`src/rtl/reload_timer_pkg.sv`:
```
package reload_timer_pkg;
  typedef enum logic [1:0] {
    CNT_HOLD    = 2'd0,
    CNT_DEC     = 2'd1,
    CNT_RESTART = 2'd2,
    CNT_SET     = 2'd3
  } cnt_op_e;
endpackage

```
`src/rtl/rtc_tick_sel.sv`:
```
module rtc_tick_sel (
  input  logic enable_i,
  input  logic ext_sel_i,
  input  logic slow_tick_i,
  input  logic fast_tick_i,
  output logic tick_o
);
  always_comb tick_o = enable_i & (ext_sel_i ? slow_tick_i : fast_tick_i);
endmodule

```
`src/rtl/rtc_counter.sv`:
```
module rtc_counter
  import reload_timer_pkg::*;
#(
  parameter int CNT_W = 32
) (
  input  logic             clk_i,
  input  logic             rst_ni,
  input  cnt_op_e          op_i,
  input  logic [CNT_W-1:0] wdata_i,
  input  logic [CNT_W-1:0] reload_i,
  output logic [CNT_W-1:0] count_o,
  output logic             zero_o
);
  logic [CNT_W-1:0] count_q;

  always_ff @(posedge clk_i or negedge rst_ni) begin
    if (!rst_ni) count_q <= '0;
    else begin
      unique case (op_i)
        CNT_DEC:     count_q <= count_q - 1'b1;
        CNT_RESTART: count_q <= reload_i;
        CNT_SET:     count_q <= wdata_i;
        default:     count_q <= count_q;
      endcase
    end
  end

  assign count_o = count_q;
  assign zero_o  = (count_q == '0);

  // a decrement never crosses zero
  a_r2_no_wrap: assert property (@(posedge clk_i) disable iff (!rst_ni)
    (op_i == CNT_DEC) |-> !zero_o);
endmodule

```
`src/rtl/rtc_match_regs.sv`:
```
module rtc_match_regs #(
  parameter int CNT_W     = 32,
  parameter int NUM_MATCH = 2,
  localparam int SEL_W    = $clog2(NUM_MATCH)
) (
  input  logic                            clk_i,
  input  logic                            rst_ni,
  input  logic                            wr_i,
  input  logic [SEL_W-1:0]                sel_i,
  input  logic [CNT_W-1:0]                wdata_i,
  output logic [NUM_MATCH-1:0][CNT_W-1:0] match_o,
  output logic                            any_zero_o
);
  logic [NUM_MATCH-1:0] is_zero;
  logic                 wdata_zero;

  assign wdata_zero = (wdata_i == '0);

  for (genvar g = 0; g < NUM_MATCH; g++) begin : g_match
    logic [CNT_W-1:0] q;
    always_ff @(posedge clk_i or negedge rst_ni) begin
      if (!rst_ni) q <= '0;
      else if (wr_i && wdata_zero && (sel_i == SEL_W'(g))) q <= wdata_i;
    end
    assign match_o[g] = q;
    assign is_zero[g] = (q == '0);
  end

  assign any_zero_o = |is_zero;

  // non-zero data never alters a match register
  a_r9_nonzero_ignored: assert property (@(posedge clk_i) disable iff (!rst_ni)
    (wr_i && !wdata_zero) |=> $stable(match_o));
endmodule

```
`src/rtl/rtc_irq_toggle.sv`:
```
module rtc_irq_toggle (
  input  logic clk_i,
  input  logic rst_ni,
  input  logic expire_i,
  input  logic arm_i,
  output logic irq_o
);
  logic irq_q;

  always_ff @(posedge clk_i or negedge rst_ni) begin
    if (!rst_ni) irq_q <= 1'b0;
    else if (expire_i && arm_i) irq_q <= ~irq_q;
  end

  assign irq_o = irq_q;

  // level moves only on a qualifying expiry
  a_r5_level_only_on_expiry: assert property (@(posedge clk_i) disable iff (!rst_ni)
    !(expire_i && arm_i) |=> $stable(irq_q));
  a_r5_level_inverts: assert property (@(posedge clk_i) disable iff (!rst_ni)
    (expire_i && arm_i) |=> (irq_q != $past(irq_q)));
endmodule

```
`src/rtl/reload_timer_chan.sv`:
```
module reload_timer_chan
  import reload_timer_pkg::*;
#(
  parameter int CNT_W     = 32,
  parameter int NUM_MATCH = 2,
  localparam int SEL_W    = $clog2(NUM_MATCH)
) (
  input  logic                            clk_i,
  input  logic                            rst_ni,
  input  logic                            enable_i,
  input  logic                            ext_sel_i,
  input  logic                            ovf_irq_en_i,
  input  logic                            slow_tick_i,
  input  logic                            fast_tick_i,
  input  logic [CNT_W-1:0]                wdata_i,
  input  logic                            cnt_wr_i,
  input  logic                            reload_wr_i,
  input  logic                            match_wr_i,
  input  logic [SEL_W-1:0]                match_sel_i,
  output logic [CNT_W-1:0]                count_o,
  output logic [CNT_W-1:0]                reload_o,
  output logic [NUM_MATCH-1:0][CNT_W-1:0] match_o,
  output logic                            irq_o
);
  logic [CNT_W-1:0] reload_q;
  logic             tick, cnt_zero, any_zero, expire;
  cnt_op_e          op;

  always_ff @(posedge clk_i or negedge rst_ni) begin
    if (!rst_ni)          reload_q <= '0;
    else if (reload_wr_i) reload_q <= wdata_i;
  end

  rtc_tick_sel i_tick_sel (
    .enable_i   (enable_i),
    .ext_sel_i  (ext_sel_i),
    .slow_tick_i(slow_tick_i),
    .fast_tick_i(fast_tick_i),
    .tick_o     (tick)
  );

  // reload write > disable > count write > tick
  always_comb begin
    op     = CNT_HOLD;
    expire = 1'b0;
    if (reload_wr_i)   op = CNT_SET;
    else if (!enable_i) op = CNT_RESTART;
    else if (cnt_wr_i) op = CNT_SET;
    else if (tick) begin
      if (cnt_zero) begin
        op     = CNT_RESTART;
        expire = 1'b1;
      end else begin
        op = CNT_DEC;
      end
    end
  end

  rtc_counter #(.CNT_W(CNT_W)) i_counter (
    .clk_i   (clk_i),
    .rst_ni  (rst_ni),
    .op_i    (op),
    .wdata_i (wdata_i),
    .reload_i(reload_q),
    .count_o (count_o),
    .zero_o  (cnt_zero)
  );

  rtc_match_regs #(.CNT_W(CNT_W), .NUM_MATCH(NUM_MATCH)) i_match (
    .clk_i     (clk_i),
    .rst_ni    (rst_ni),
    .wr_i      (match_wr_i),
    .sel_i     (match_sel_i),
    .wdata_i   (wdata_i),
    .match_o   (match_o),
    .any_zero_o(any_zero)
  );

  rtc_irq_toggle i_irq (
    .clk_i   (clk_i),
    .rst_ni  (rst_ni),
    .expire_i(expire),
    .arm_i   (ovf_irq_en_i | any_zero),
    .irq_o   (irq_o)
  );

  assign reload_o = reload_q;

  a_r7_reload_loads_count: assert property (@(posedge clk_i) disable iff (!rst_ni)
    reload_wr_i |=> (count_o == $past(wdata_i)) && (reload_o == $past(wdata_i)));
  a_r8_disable_snaps: assert property (@(posedge clk_i) disable iff (!rst_ni)
    (!enable_i && !reload_wr_i) |=> (count_o == $past(reload_o)));
  a_r2_idle_holds: assert property (@(posedge clk_i) disable iff (!rst_ni)
    (enable_i && !(ext_sel_i ? slow_tick_i : fast_tick_i) && !cnt_wr_i && !reload_wr_i)
      |=> $stable(count_o));
  a_r4_restart_at_zero: assert property (@(posedge clk_i) disable iff (!rst_ni)
    (enable_i && (ext_sel_i ? slow_tick_i : fast_tick_i) && count_o == '0
     && !cnt_wr_i && !reload_wr_i) |=> (count_o == $past(reload_o)));
  a_r10_write_blocks_irq: assert property (@(posedge clk_i) disable iff (!rst_ni)
    (cnt_wr_i || reload_wr_i) |=> $stable(irq_o));
endmodule

```
`config.mk`:
```
export PLATFORM = sky130hd
export DESIGN_NAME = reload_timer_chan
export DESIGN_NICKNAME = d
export VERILOG_FILES = /design/src/rtl/reload_timer_pkg.sv /design/src/rtl/rtc_tick_sel.sv /design/src/rtl/rtc_counter.sv /design/src/rtl/rtc_match_regs.sv /design/src/rtl/rtc_irq_toggle.sv /design/src/rtl/reload_timer_chan.sv
export SDC_FILE = /design/constraint.sdc
export NUM_CORES = 1
export LEC_CHECK = 0
export CAP_MARGIN = 20
export CORE_MARGIN = 5
export CORE_UTILIZATION = 55
export CTS_CLUSTER_DIAMETER = 30
export DETAILED_ROUTE_END_ITERATION = 7
export DONT_BUFFER_PORTS = 1
export PLACE_DENSITY_LB_ADDON = 0.1
export SLEW_MARGIN = 10
export SYNTH_ARGS = -nofsm -noshare
export SYNTH_HDL_FRONTEND = slang
export SYNTH_SLANG_ARGS = --single-unit
```
`constraint.sdc`:
```
create_clock -name clk_i -period 4.3 [get_ports clk_i]
set_clock_uncertainty 0.15 [all_clocks]
set_input_delay 0.43 -clock clk_i [delete_from_list [all_inputs] [get_ports clk_i]]
set_output_delay 0.43 -clock clk_i [all_outputs]
set_load 0.02 [all_outputs]
```
==> impl_metrics.py <==
metrics = {
    "die": {
        "die_width_um": 111.8,
        "rows": 37,
        "die_area_mm2": 0.01250,
        "coreArea_mm2": 0.01023,
        "start_util_pct": 55.71,
        "io_pins": 172,
        "die_h_um": 111.8,
    },
    "logic_synthesis": {
        "syn_inst": 512,
        "syn_nets": 557,
        "ys_ff_latch": 129,
        "ys_top_cells_by_area": "dfrtp_1 (57%), nor2b_1 (7.1%), mux2_2 (6.5%), a22oi_1 (3.0%), a21oi_1 (3.0%)",
        "post_synth_num_cell_types": 45,
        "yosysSeqAreaShare_pct": 56.64,
        "synth_area_mm2": 0.005699,
        "synth_top_flop_cell": "dfrtp_1",
        "post_synth.cell_area_avg_um2": 11.13,
        "async_flop_share_pct": 100.0,
        "yosysWarningCount": 0,
        "synth_top_area_cell": "dfrtp_1",
        "synth_edf_count": 0,
        "synth_top_area_share_pct": 56.64,
    },
    "pwr": {
        "p_switching_uw": 890.5,
        "vdd_drop_max_v": 0.0002677,
        "pwr-share-comb_pct": 9.2,
        "powerDensity_mw_per_mm2": 444.6,
        "pwr-share-clk_pct": 44.4,
        "leakage_uw": 0.003147,
        "p_int_uw": 2275,
        "sw_frac_of_total_pct": 28.13,
        "p_seq_share_pct": 46.4,
    },
    "timing": {
        "rsz0062_at_grt": "no",
        "relSlewSlack_pct": 46.25,
        "min_period_over_period_pct": 72.20,
        "fin_crit_ns": 3.105,
        "fmax_mhz": 322.1,
        "slew_violations": 0,
        "worst_pin_slew_ns": 0.7988,
        "fin_ws_ns": 1.195,
        "hold_viol_final": 0,
        "setup_viol": 0,
        "fin_tns_setup_ns": 0,
    },
    "place": {
        "pre_cts_slack_ns": 1.272,
        "gp_congestion": 0.9095,
        "placed_cells": 630,
        "port_buffers": 0,
        "dp_hpwl_mm": 10.54,
        "post_dp_cell_area_mm2": 0.005829,
    },
    "setup_path": {
        "crit_start": "i_counter.count_o[16]$_DFFE_PN0P_",
        "worst_r2r_path_depth": 7,
        "endpoint_kind": "flop",
        "cp.arrival_ns": 3.33,
        "crit_end": "i_counter.count_o[12]$_DFFE_PN0P_",
        "r2r-start": "i_counter.count_o[16]$_DFFE_PN0P_",
        "rrSetupSlack_ns": 1.20,
        "critPathMaxFanout": 22,
        "start_kind": "flop",
        "worstPathRequired_ns": 4.52,
        "crit_type": "reg -> reg",
        "r2r-end": "i_counter.count_o[12]$_DFFE_PN0P_",
    },
    "final_layout": {
        "final_cell_mix": "dfrtp_1 (129), dlygate4sd3_1 (66), nor2b_1 (64)",
        "nFillCells": 752,
        "final_net_count": 626,
        "final_common_cell": "dfrtp_1",
        "fin_area_mm2": 0.007121,
        "syn_to_final_growth_pct": 24.94,
        "multi_input_area_mm2": 0.002356,
        "seqCellArea_mm2": 0.003228,
        "drive_gt1_share_pct": 13.80,
        "fin_cells": 730,
        "antenna_cells": 0,
    },
    "routing": {
        "avgViaCountPerCell": 6.251,
        "dr.pass1.iters": 5,
        "drc": 0,
        "totalWireLength_mm": 16.30,
        "ant_nets": 0,
        "drtIter0Drc": 318,
        "vias": 4563,
        "avgRoutedWirePerCell_um": 22.33,
    },
    "clock_network": {
        "cts.path.max_buffers": 2,
        "postCtsSetupBuffers": 0,
        "cts.clk_slew.worst_paths_ns": 0.06,
        "cts_tree": "built",
        "cts.root.buffer_cell": "clkbuf_8",
        "clock_sinks": 129,
        "worst_skew_pair.late_latency_ns": 0.52,
        "htreeDepth": 4,
        "cts-hold-fix-buffers": 67,
        "cts_resized": 0,
        "cts-buffers-inserted": 17,
    },
    "hold_path": {
        "min_path_type": "in -> reg",
    },
    "global_route": {
        "grt_pass1_vias": 4726,
        "grt_max_degree": 130,
        "antenna_found_initial": 0,
        "global_route.overflow_total": 0,
        "grt_usage_pct": 26.54,
        "grt_pass1_wl_mm": 26.30,
    },
    "status": {
        "run_status": "completed",
    },
    "job": {
        "drv_cap": 0,
    },
}
## through the flow
step	hold slack [ns]	util [%]	total power, µW
finish	0.01517	69.60	3166
global route	0.01730	69.60	3296
CTS	0.001276	69.33	3174
detailed placement	-0.01003	56.98	1674
global placement	-0.01090	56.98	1667
floorplan	-0.01559	-	1609
## cell families (layout without fill, tap and decap cells)
logic type      count (synthesis)  in the layout  synth area share [%]
fa+ha+maj                       2              2                0.4390
xor+xnor                       15             15                 2.305
flops                         129            129                 56.64
compound gates                 96             96                 10.96
buf+inv                        29            111                 2.195
simple gates                  208            208                 20.94
mux                            33             33                 6.520
## worst min path at each step
stage                                              endpoint  slack [ns]  cells after the start        start
after floorplan            i_counter.count_o[0]$_DFFE_PN0P_       -0.02                      0       rst_ni
after detailed placement           reload_o[16]$_DFFE_PN0P_       -0.01                      0       rst_ni
after global placement             reload_o[16]$_DFFE_PN0P_       -0.01                      0       rst_ni
final                     i_counter.count_o[15]$_DFFE_PN0P_        0.02                      2  wdata_i[15]
after CTS                 i_counter.count_o[15]$_DFFE_PN0P_       0.001                      2  wdata_i[15]
after global routing      i_counter.count_o[15]$_DFFE_PN0P_        0.02                      2  wdata_i[15]
## synth_stat cells, drive strengths merged (9+ instances only)
master,count
o21ai,9
a21oi,34
nand2,44
buf,14
xor2,10
mux2,33
nand3,10
dfrtp,129
nor2b,65
a22oi,23
nand4,9
nor4,28
nor2,14
clkbuf,13
## worst max-delay path, stage by stage, from the launching register on
cell and delay [ns]:
dfrtp_1 0.50, or3_1 0.47, nor4_1 0.63, nand4_1 0.21, and2_1 0.39, buf_4 0.30, a21oi_1 0.18, a22oi_1 0.10
## sequential cells by signal (all words and copies together) (netlist names)
name	flops
i_match.g_match.q	64
i_counter.count_o	32
reload_o	32
i_irq.irq_o	1
## power groups by stage
| stage | Combinational, µW | Sequential [µW] | Clock [µW] |
|---|---|---|---|
| after floorplan | 158 | 1450 | 0 |
| after global placement | 180 | 1490 | 0 |
| after detailed placement | 185 | 1490 | 0 |
| after CTS | 285 | 1470 | 1420 |
| after global routing | 324 | 1480 | 1490 |
| final | 292 | 1470 | 1400 |
## metal layers
metal / vias up / wire (µm) / GRT usage, %
met4: 0 / 353 / 9.895
li1: 2012 / - / -
met2: 246 / 7559 / 39.89
met1: 2272 / 6543 / 34.88
met3: 33 / 1847 / 10.54
met5: - / 0 / 0
## final cells by class
type | count | share of cell area [%]
sequential | 129 | 45.33
tap | 136 | 2.390
clock inverter | 13 | 2.161
clock buffer | 19 | 5.922
timing repair buffer | 77 | 11.00
inverter | 2 | 0.1054
multi-input combinational | 354 | 33.09
Note: power is estimated with default switching activity, not from simulation.
